## src/rtl/afsk_pkg.sv

```systemverilog
// Package: shared constants and the half-wave table generator for the AFSK tone generator.
// Assumes the table function is only evaluated at elaboration to build constants.
package afsk_pkg;

    localparam int          SAMPLE_W  = 8;
    localparam logic [7:0]  IDLE_CODE = 8'h73;
    localparam logic [7:0]  MARK_STEP = 8'h10;
    localparam logic [7:0]  SPACE_STEP = 8'h1E;
    localparam int          TABLE_AMP = 63;

    // Rational half-sine approximation: amp*16*p/(5*d*d - 4*p), p = i*(d-i).
    function automatic int half_sine(input int idx, input int depth, input int amp);
        int p;
        p = idx * (depth - idx);
        return (amp * 16 * p) / (5 * depth * depth - 4 * p);
    endfunction

endpackage

```

## src/rtl/afsk_sample_timer.sv

```systemverilog
// Sample timer: a prescaler turns system clocks into timer steps, and a down-counter
// turns (2**TW - RELOAD) timer steps into one sample tick.
// Assumes run_i is synchronous; both stages are held at their start while run_i is low.
module afsk_sample_timer #(
    parameter int PRESCALE = 2,
    parameter int TW       = 8,
    parameter int RELOAD   = 237
) (
    input  logic clk,
    input  logic rst_n,
    input  logic run_i,
    output logic tick_o
);

    localparam int TICKS = (1 << TW) - RELOAD;
    localparam int PCW   = (PRESCALE > 1) ? $clog2(PRESCALE) : 1;
    localparam int SCW   = (TICKS > 1) ? $clog2(TICKS) : 1;

    logic timer_step;

    generate
        if (PRESCALE > 1) begin : g_pre
            localparam logic [PCW-1:0] PRE_LAST = PCW'(PRESCALE - 1);
            logic [PCW-1:0] pre_q;

            // Prescaler counting system clocks per timer step.
            always_ff @(posedge clk) begin
                if (!rst_n || !run_i)       pre_q <= '0;
                else if (pre_q == PRE_LAST) pre_q <= '0;
                else                        pre_q <= pre_q + 1'b1;
            end

            assign timer_step = run_i && (pre_q == PRE_LAST);
        end else begin : g_nopre
            assign timer_step = run_i;
        end
    endgenerate

    generate
        if (TICKS > 1) begin : g_cnt
            localparam logic [SCW-1:0] CNT_LOAD = SCW'(TICKS - 1);
            logic [SCW-1:0] cnt_q;

            // Down-counter of timer steps per sample.
            always_ff @(posedge clk) begin
                if (!rst_n || !run_i) cnt_q <= CNT_LOAD;
                else if (timer_step) begin
                    if (cnt_q == '0) cnt_q <= CNT_LOAD;
                    else             cnt_q <= cnt_q - 1'b1;
                end
            end

            assign tick_o = timer_step && (cnt_q == '0);
        end else begin : g_nocnt
            assign tick_o = timer_step;
        end
    endgenerate

endmodule

```

## src/rtl/afsk_phase_acc.sv

```systemverilog
// Phase accumulator: on each step adds the mark or space increment, wrapping modulo 2**PW.
// Assumes step_i is a single-cycle enable; phase is cleared only by reset.
module afsk_phase_acc #(
    parameter int             PW         = 8,
    parameter logic [PW-1:0]  MARK_INC   = PW'(8'h10),
    parameter logic [PW-1:0]  SPACE_INC  = PW'(8'h1E)
) (
    input  logic          clk,
    input  logic          rst_n,
    input  logic          step_i,
    input  logic          tone_hi_i,
    output logic [PW-1:0] phase_o,
    output logic [PW-1:0] phase_next_o
);

    logic [PW-1:0] phase_q;

    // Next phase for the tone currently selected.
    always_comb begin
        phase_next_o = phase_q + (tone_hi_i ? SPACE_INC : MARK_INC);
    end

    // Phase register, advanced only on a step.
    always_ff @(posedge clk) begin
        if (!rst_n)      phase_q <= '0;
        else if (step_i) phase_q <= phase_next_o;
    end

    assign phase_o = phase_q;

endmodule

```

## src/rtl/afsk_sine_map.sv

```systemverilog
// Sine mapper: looks up a half-wave table with the low phase bits and mirrors it about
// mid-scale using the phase MSB. The table is built at elaboration from afsk_pkg::half_sine.
// Assumes AMP fits below mid-scale of the SW-bit output.
module afsk_sine_map #(
    parameter int PW  = 8,
    parameter int SW  = 8,
    parameter int AMP = 63
) (
    input  logic [PW-1:0] phase_i,
    output logic [SW-1:0] sample_o
);

    localparam int DEPTH = 1 << (PW - 1);
    localparam int AW    = $clog2(AMP + 1);
    localparam logic [SW-1:0] MID = SW'(1 << (SW - 1));

    logic [AW-1:0] table_w [DEPTH];
    logic [AW-1:0] entry;

    generate
        for (genvar g = 0; g < DEPTH; g++) begin : g_tab
            assign table_w[g] = AW'(afsk_pkg::half_sine(g, DEPTH, AMP));
        end
    endgenerate

    // Table read and sign mirroring about mid-scale.
    always_comb begin
        entry = table_w[phase_i[PW-2:0]];
        if (phase_i[PW-1]) sample_o = MID - SW'(entry);
        else               sample_o = MID + SW'(entry);
    end

endmodule

```

## src/rtl/afsk_tone_gen.sv

```systemverilog
// AFSK tone generator top: timer, phase accumulator, sine mapper and the output register.
// Assumes ptt_n and data_i are synchronous to clk; output rests at the idle code when idle.
module afsk_tone_gen #(
    parameter int PRESCALE = 2,
    parameter int RELOAD   = 237,
    parameter int PW       = 8
) (
    input  logic                          clk,
    input  logic                          rst_n,
    input  logic                          ptt_n,
    input  logic                          data_i,
    output logic [afsk_pkg::SAMPLE_W-1:0] sample_o
);

    import afsk_pkg::*;

    logic                sample_tick;
    logic [PW-1:0]       phase_q;
    logic [PW-1:0]       phase_next;
    logic [SAMPLE_W-1:0] mapped;

    afsk_sample_timer #(
        .PRESCALE (PRESCALE),
        .TW       (8),
        .RELOAD   (RELOAD)
    ) u_timer (
        .clk    (clk),
        .rst_n  (rst_n),
        .run_i  (!ptt_n),
        .tick_o (sample_tick)
    );

    afsk_phase_acc #(
        .PW        (PW),
        .MARK_INC  (PW'(MARK_STEP)),
        .SPACE_INC (PW'(SPACE_STEP))
    ) u_phase (
        .clk          (clk),
        .rst_n        (rst_n),
        .step_i       (sample_tick),
        .tone_hi_i    (data_i),
        .phase_o      (phase_q),
        .phase_next_o (phase_next)
    );

    afsk_sine_map #(
        .PW  (PW),
        .SW  (SAMPLE_W),
        .AMP (TABLE_AMP)
    ) u_map (
        .phase_i  (phase_next),
        .sample_o (mapped)
    );

    // Output register: idle code when idle, new sample on each tick.
    always_ff @(posedge clk) begin
        if (!rst_n || ptt_n) sample_o <= IDLE_CODE;
        else if (sample_tick) sample_o <= mapped;
    end

endmodule

```

## config.mk

```make
export PLATFORM = sky130hd
export DESIGN_NAME = afsk_tone_gen
export DESIGN_NICKNAME = d
export VERILOG_FILES = /design/src/rtl/afsk_pkg.sv /design/src/rtl/afsk_sample_timer.sv /design/src/rtl/afsk_phase_acc.sv /design/src/rtl/afsk_sine_map.sv /design/src/rtl/afsk_tone_gen.sv
export SDC_FILE = /design/constraint.sdc
export NUM_CORES = 1
export LEC_CHECK = 0
export BUFFER_PORTS_ARGS = -buffer_cell sky130_fd_sc_hd__buf_2
export CAP_MARGIN = 0
export CELL_PAD_IN_SITES_DETAIL_PLACEMENT = 1
export CELL_PAD_IN_SITES_GLOBAL_PLACEMENT = 1
export CORE_UTILIZATION = 41
export CTS_CLUSTER_DIAMETER = 80
export DETAILED_ROUTE_END_ITERATION = 8
export GPL_TIMING_DRIVEN = 1
export PLACE_DENSITY_LB_ADDON = 0.1
export SYNTH_ARGS = -nofsm -noshare
export SYNTH_HDL_FRONTEND = slang
export SYNTH_SLANG_ARGS = --single-unit
```

## constraint.sdc

```tcl
create_clock -name clk -period 3.7 [get_ports clk]
set_clock_uncertainty 0.05 [all_clocks]
set_input_delay 0.74 -clock clk [delete_from_list [all_inputs] [get_ports clk]]
set_output_delay 0.74 -clock clk [all_outputs]
set_load 0.1 [all_outputs]
```

==> metrics.csv, run 1 <==
metric;value;unit
status;finished, final reports clean;
Net Count, Synth;232;
async set-reset flop share out of synthesis;0;%
DIE WIDTH;67.1;microns
Synth Area in Adders;12.7;%
EDFF count, synth;0;
grt ovf;0;
post-synthesis simple-gate area fraction;21.2;%
power per cell area;232;nW/um^2
hold_buf cts;0;
drt first-iter violations;28;
Worst EP required;3.81;ns
final setup violation count;0;
drt first pass iters;4;
DR vias/cell;5.74;
die area;4500;sq um
Post-route DRC;0;
CTS H-tree depth;1;
commonest non-fill, non-tap cells in the layout;28 x nand2_1, 21 x dfxtp_1, 20 x buf_4, 17 x nor2_1, 16 x ha_1;
RSZ-0062 raised after global routing;no;
Clock Pin Slew Worst Setup and Hold Paths;0.07;ns
CTS Buf Count;3;
Final Hold Viols;0;
Post-Syn Area;1740;sq um
Internal;340;uW
Placeable Area;4030;sq um
slowest stage delay, CP;0.51;ns
Die Y;67.1;microns
CP max FO;5;
Clock Sinks;21;
switching share of power;27.7;%
Max-Cap Viols;0;
P_leak;0.000880;uW
synthesis-to-layout area growth;16.4;%
post-synthesis compound-gate area fraction;25.0;%
XOR/XNOR Fraction of Synth Area;8.86;%
critical path cell sequence;buf_2 -> ha_1 -> fa_1 -> ha_1 -> inv_1 -> nor2_1 -> nor3_1 -> a31oi_1 -> o2bb2ai_1 -> or3_1 -> ha_1 -> a31oi_1 -> xnor2_1 -> o22a_1;
Max-slew headroom;67.7;%
cell mode on critical path;ha_1;
Flop pwr share;48.6;%
fin. max-slew vios;0;
largest net degree at the start of global routing;17;
Tot Pwr;470;uW
mux share of post-synthesis cell area;4.03;%
n_diodes;0;
# rows;23;
Crit. End Element;flop;
Peak VDD IR;117;uV
utilization after layout;50.2;%
Seq/Total Area, Yosys;24.2;%
Synth cell types;54;
main combinational cell family by area after synthesis;compound AO/OA/AOI/OAI gates;
Post CTS Setup Buffer Count;0;
I/O pin count;12;
layout net count;259;
Clock power frac;32.5;%
clk buf depth;2;
clk_lat worst skew;0.26;ns
Post-CTS Resized;0;
Yosys warnings;0;
drt total wl;4690;microns
Fmax;293;MHz
nature of the critical path startpoint;input port;
Synth Flop Type;dfxtp_1;
final antenna-violating net count;0;
initial antenna violation count;0;
Tot GR Track Use;22.7;%
Port-buffer cells;11;
Post-Syn Area per Cell;8.24;sq um
min Tclk post-route;3.42;ns
sw power;130;uW
Final GP Congestion;0.923;
DR WL/cell;16.3;microns
Worst path slowest cell;fa_1;
Worst EP arrival;3.52;ns
Final Cycle Share;92.3;%
Initial Util;43.1;%
commonest non-fill, non-tap cell in the layout;nand2_1;
Synth Instances;211;
Synth Register Bits;21;
first-pass GRT wire length;7630;microns
CTS tree;built;
Hold Path Class;reg -> reg;
layout cell share with drive strength beyond 1;21.1;%
critical path class;in -> reg;
Post-DP HPWL;3800;microns
worst slew pin tran;0.488;ns
Comb power frac;19.0;%
CTS Root Cell;clkbuf_8;
DR vias;1646;
vias in the first global route;1638;
[flip-flops by register name (all words and copies together) (netlist names)]
signal	cells
sample_o	8
u_timer.g_cnt.cnt_q	5
u_timer.g_pre.pre_q	1
u_phase.phase_o	7
[stage by stage]
| step | cells | setup WS (ns) | hold slack, ns | TNS [ns] | instance area [sq um] |
|---|---|---|---|---|---|
| 2_1_floorplan | 211 | 0.174 | 0.376 | 0 | 1740 |
| 3_3_place_gp | 283 | 0.0176 | 0.390 | 0 | 1980 |
| 3_5_place_dp | 283 | -0.00290 | 0.398 | -0.00290 | 1980 |
| 4_1_cts | 287 | 0.272 | 0.411 | 0 | 2020 |
| 5_1_grt | 287 | 0.108 | 0.433 | 0 | 2020 |
| 6_report | 287 | 0.285 | 0.402 | 0 | 2020 |
[final timing paths]
path                      startpoint          end  slack, ns  cells after the start
setup / recovery              data_i  sample_o[4]       0.28                     14
hold / removal           sample_o[3]  sample_o[3]       0.40                      2
setup reg to reg  u_phase.phase_o[1]  sample_o[4]       0.59                     13
hold reg to reg          sample_o[3]  sample_o[3]       0.40                      2
[synthesized netlist by cell type (2+ instances only)]
library cell	n	area (sq um)
a211oi_1	4	30.0
a21boi_0	3	22.5
a21o_1	2	15.0
a21oi_1	10	50.1
a221oi_1	2	17.5
a31oi_1	5	31.3
buf_2	3	15.0
buf_4	2	15.0
clkbuf_1	5	18.8
dfxtp_1	21	420
ha_1	16	200
inv_1	5	18.8
mux2i_1	7	70.1
nand2_1	28	105
nand2b_1	3	18.8
nand3_1	6	30.0
nor2_1	17	63.8
nor3_1	6	30.0
nor3_2	2	20.0
o211a_1	3	30.0
o211ai_1	2	15.0
o21a_1	2	15.0
o21ai_0	8	40.0
o221ai_1	2	17.5
o22a_1	2	17.5
o2bb2ai_1	2	17.5
or2_1	2	12.5
or3_1	4	25.0
xnor2_1	9	78.8
xor2_1	3	26.3
xor2_2	2	32.5
[cells by family (layout without fill, tap and decap cells)]
group	Yosys count	count (layout)
flip-flops	21	21
multiplexers	7	7
buffers and inverters	16	42
AND/OR/NAND/NOR	77	77
XOR/XNOR	15	15
adder cells (fa/ha/maj)	17	17
AO/OA/AOI/OAI	58	58
[area by class of cell]
| class | count | area [sq um] |
|---|---|---|
| sequential | 21 | 420 |
| inverter | 6 | 22.5 |
| multi-input combinational | 174 | 1250 |
| tap | 50 | 62.6 |
| timing repair buffer | 32 | 225 |
| clock inverter | 1 | 5.00 |
| fill | 515 | 2010 |
| clock buffer | 3 | 41.3 |
[power by group through the flow]
stage | Sequential [uW] | Combinational (uW) | Clock [uW]
5_1_grt | 228 | 97.6 | 169
3_3_place_gp | 233 | 86.2 | 0
6_report | 228 | 89.2 | 153
2_1_floorplan | 233 | 57.4 | 0
4_1_cts | 228 | 89.1 | 160
3_5_place_dp | 234 | 88.6 | 0
[layer usage]
layer  up-vias  share of wire, %  track usage, %
met3        12               2.1            3.60
met2        20                50            41.4
met1       794                46            26.0
met5         -                 0               0
met4         0               2.2            8.51
li1        820                 -               -
[worst max-delay path: cells and delay by family]
| family | cells | cell delay [ns] |
|---|---|---|
| AO/OA/AOI/OAI | 4 | 0.58 |
| XOR/XNOR | 1 | 0.09 |
| buffers and inverters | 2 | 0.20 |
| adder cells (fa/ha/maj) | 4 | 1.29 |
| AND/OR/NAND/NOR | 3 | 0.62 |
(Power assumes the default switching activity.)
==> inputs of run 2 (changes only) <==
--- a/config.mk
+++ b/config.mk
@@ -14,6 +14,7 @@
 export DETAILED_ROUTE_END_ITERATION = 8
 export GPL_TIMING_DRIVEN = 1
 export PLACE_DENSITY_LB_ADDON = 0.1
+export RECOVER_POWER = 100
 export SYNTH_ARGS = -nofsm -noshare
 export SYNTH_HDL_FRONTEND = slang
 export SYNTH_SLANG_ARGS = --single-unit
==> constraint.sdc (replaced) <==
create_clock -name clk -period 3 [get_ports clk]
set_clock_uncertainty 0.05 [all_clocks]
set_input_delay 0.6 -clock clk [delete_from_list [all_inputs] [get_ports clk]]
set_output_delay 0.6 -clock clk [all_outputs]
set_load 0.1 [all_outputs]
==> metrics.csv, run 2 (synthesized netlist as in run 1, its figures left out) <==
metric;value;unit;change
status;finished with violations;;was finished, final reports clean
failing checks;negative setup slack;;
hold_ws;0.399;ns;was 0.402 ns
min Tclk post-route;3.28;ns;
Clock Pin Slew Worst Setup and Hold Paths;0.08;ns;was 0.07 ns
DIE WIDTH;67.1;microns;unchanged
I/O pin count;12;;unchanged
Post-route DRC;0;;unchanged
Worst EP required;3.09;ns;was 3.81 ns
reg2reg start;u_phase.phase_o[1];;unchanged
CTS Root Cell;clkbuf_8;;unchanged
CP max FO;8;;was 5
Max-Cap Viols;0;;unchanged
Reg2Reg Depth;12;;was 13
n_diodes;0;;unchanged
Die Y;67.1;microns;unchanged
DR WL/cell;20.9;microns;was 16.3 microns
Placeable Area;4030;sq um;unchanged
Final Hold Viols;0;;unchanged
Final Non-Filler Cells;334;;was 287
Hold Path Class;reg -> reg;;unchanged
drt total wl;6970;microns;was 4690 microns
clk_lat worst skew;0.26;ns;about the same
layout cell share with drive strength beyond 1;46.1;%;was 21.1%
Final Cell Area;2690;sq um;was 2020 sq um
CTS Buf Count;3;;unchanged
Setup WS post-layout;-0.277;ns;was 0.285 ns
commonest non-fill, non-tap cell in the layout;buf_4;;was nand2_1
Worst EP arrival;3.36;ns;was 3.52 ns
initial antenna violation count;0;;unchanged
Initial Util;43.1;%;unchanged
Flop pwr share;42.5;%;was 48.6%
final setup violation count;7;;was 0
Fmax;305;MHz;
Comb power frac;28.3;%;was 19.0%
Top reg by flops;sample_o;;unchanged
power per cell area;246;nW/um^2;was 232 nW/um^2
Internal;464;uW;was 340 uW
commonest non-fill, non-tap cells in the layout;62 x buf_4, 28 x nand2_1, 21 x dfxtp_1, 13 x nor2_1, 11 x ha_1;;was 28 x nand2_1, 21 x dfxtp_1, 20 x buf_4, 17 x nor2_1, 16 x ha_1
grt ovf;0;;unchanged
vias in the first global route;2125;;was 1,638
Post-DP Area;2300;sq um;was 1980 sq um
DR vias/cell;5.82;;was 5.74
Peak VDD IR;140;uV;was 117 uV
die area;4500;sq um;unchanged
first-pass GRT wire length;10400;microns;was 7630 microns
# fillers;478;;was 515
drt first-iter violations;76;;was 28
nature of the critical path startpoint;input port;;unchanged
flop-to-flop setup slack;-0.20;ns;was 0.59 ns
drt first pass iters;4;;unchanged
Crit. End Element;flop;;unchanged
Post-Place Worst Slack;-0.508;ns;was -0.00290 ns
Post-DP HPWL;4310;microns;was 3800 microns
switching share of power;30.0;%;was 27.7%
WHS Endpoint;sample_o[3];;unchanged
largest net degree at the start of global routing;15;;was 17
CTS H-tree depth;1;;unchanged
Max-slew headroom;65.4;%;was 67.7%
hold_buf cts;0;;unchanged
Final Cycle Share;109;%;
Port-buffer cells;11;;unchanged
Clock power frac;29.2;%;was 32.5%
clk buf depth;2;;unchanged
DR vias;1944;;was 1,646
CTS tree;built;;unchanged
layout net count;306;;was 259
P_leak;0.00117;uW;was 0.000880 uW
final antenna-violating net count;0;;unchanged
utilization after layout;66.8;%;was 50.2%
hold path cells;2;;unchanged
# rows;23;;unchanged
Final GP Congestion;0.882;;was 0.923
Clock Sinks;21;;unchanged
sw power;198;uW;was 130 uW
Tot GR Track Use;31.9;%;was 22.7%
worst slew pin tran;0.514;ns;was 0.488 ns
placed insts;320;;was 283
hold path startpoint;sample_o[3];;unchanged
max reg flops;8;;unchanged
fin. max-slew vios;0;;unchanged
critical path class;in -> reg;;unchanged
R2R Path End;sample_o[6];;was sample_o[4]
synthesis-to-layout area growth;54.8;%;was 16.4%
RSZ-0062 raised after global routing;yes;;was no
## run 2: power groups by stage
stage	Sequential (uW)	Clock, uW	Combinational [uW]
floorplan	288	0	73.3
global placement	288	0	133
detailed placement	288	0	139
CTS	281	195	171
global route	282	208	199
finish	281	193	188
## run 2: final cells by class
type,instances,area (sq um),area share (%)
well taps,50,62.6,2.33
clock inverters,1,5.00,0.186
flip-flops and latches,21,420,15.6
repair buffers,79,611,22.7
inverters,6,25.0,0.930
clock buffers,3,41.3,1.53
multi-input cells,174,1530,56.7
## run 2: what timing repair did
action	4_1_cts	5_1_grt
pin swaps	22	10
endpoints found under the setup margin	7	7
setup buffers	8	3
resized for setup	42	7
## run 2: worst max-delay path by stage
stage	start	to	depth (start not counted)
6_report	data_i	sample_o[6]	13
3_5_place_dp	data_i	sample_o[6]	12
2_1_floorplan	data_i	sample_o[4]	12
3_3_place_gp	data_i	sample_o[6]	12
4_1_cts	data_i	sample_o[3]	14
5_1_grt	data_i	sample_o[6]	14
## run 2: per-stage QoR
stage / power [uW] / setup TNS, ns
after floorplan: 361 / -0.827
after global placement: 420 / -2.70
after detailed placement: 427 / -3.32
after CTS: 647 / -0.476
after global routing: 689 / -2.01
final: 662 / -1.17
## run 2: worst max-delay path: stages
cell	delay, ns
buf_8	0.11
ha_4	0.15
fa_2	0.38
a211oi_4	0.38
buf_6	0.17
xnor2_4	0.20
xnor2_2	0.18
mux2i_1	0.25
a21oi_1	0.13
a21oi_4	0.23
nand3_2	0.15
nor3b_2	0.29
a22oi_1	0.14
## run 2: per-layer routing
metal	up-vias	routed length, microns	global-route usage, %
met1	972	2890	36.4
met3	24	199	4.45
met2	41	3590	58.8
met5	-	0	0
li1	907	-	-
met4	0	289	12.2
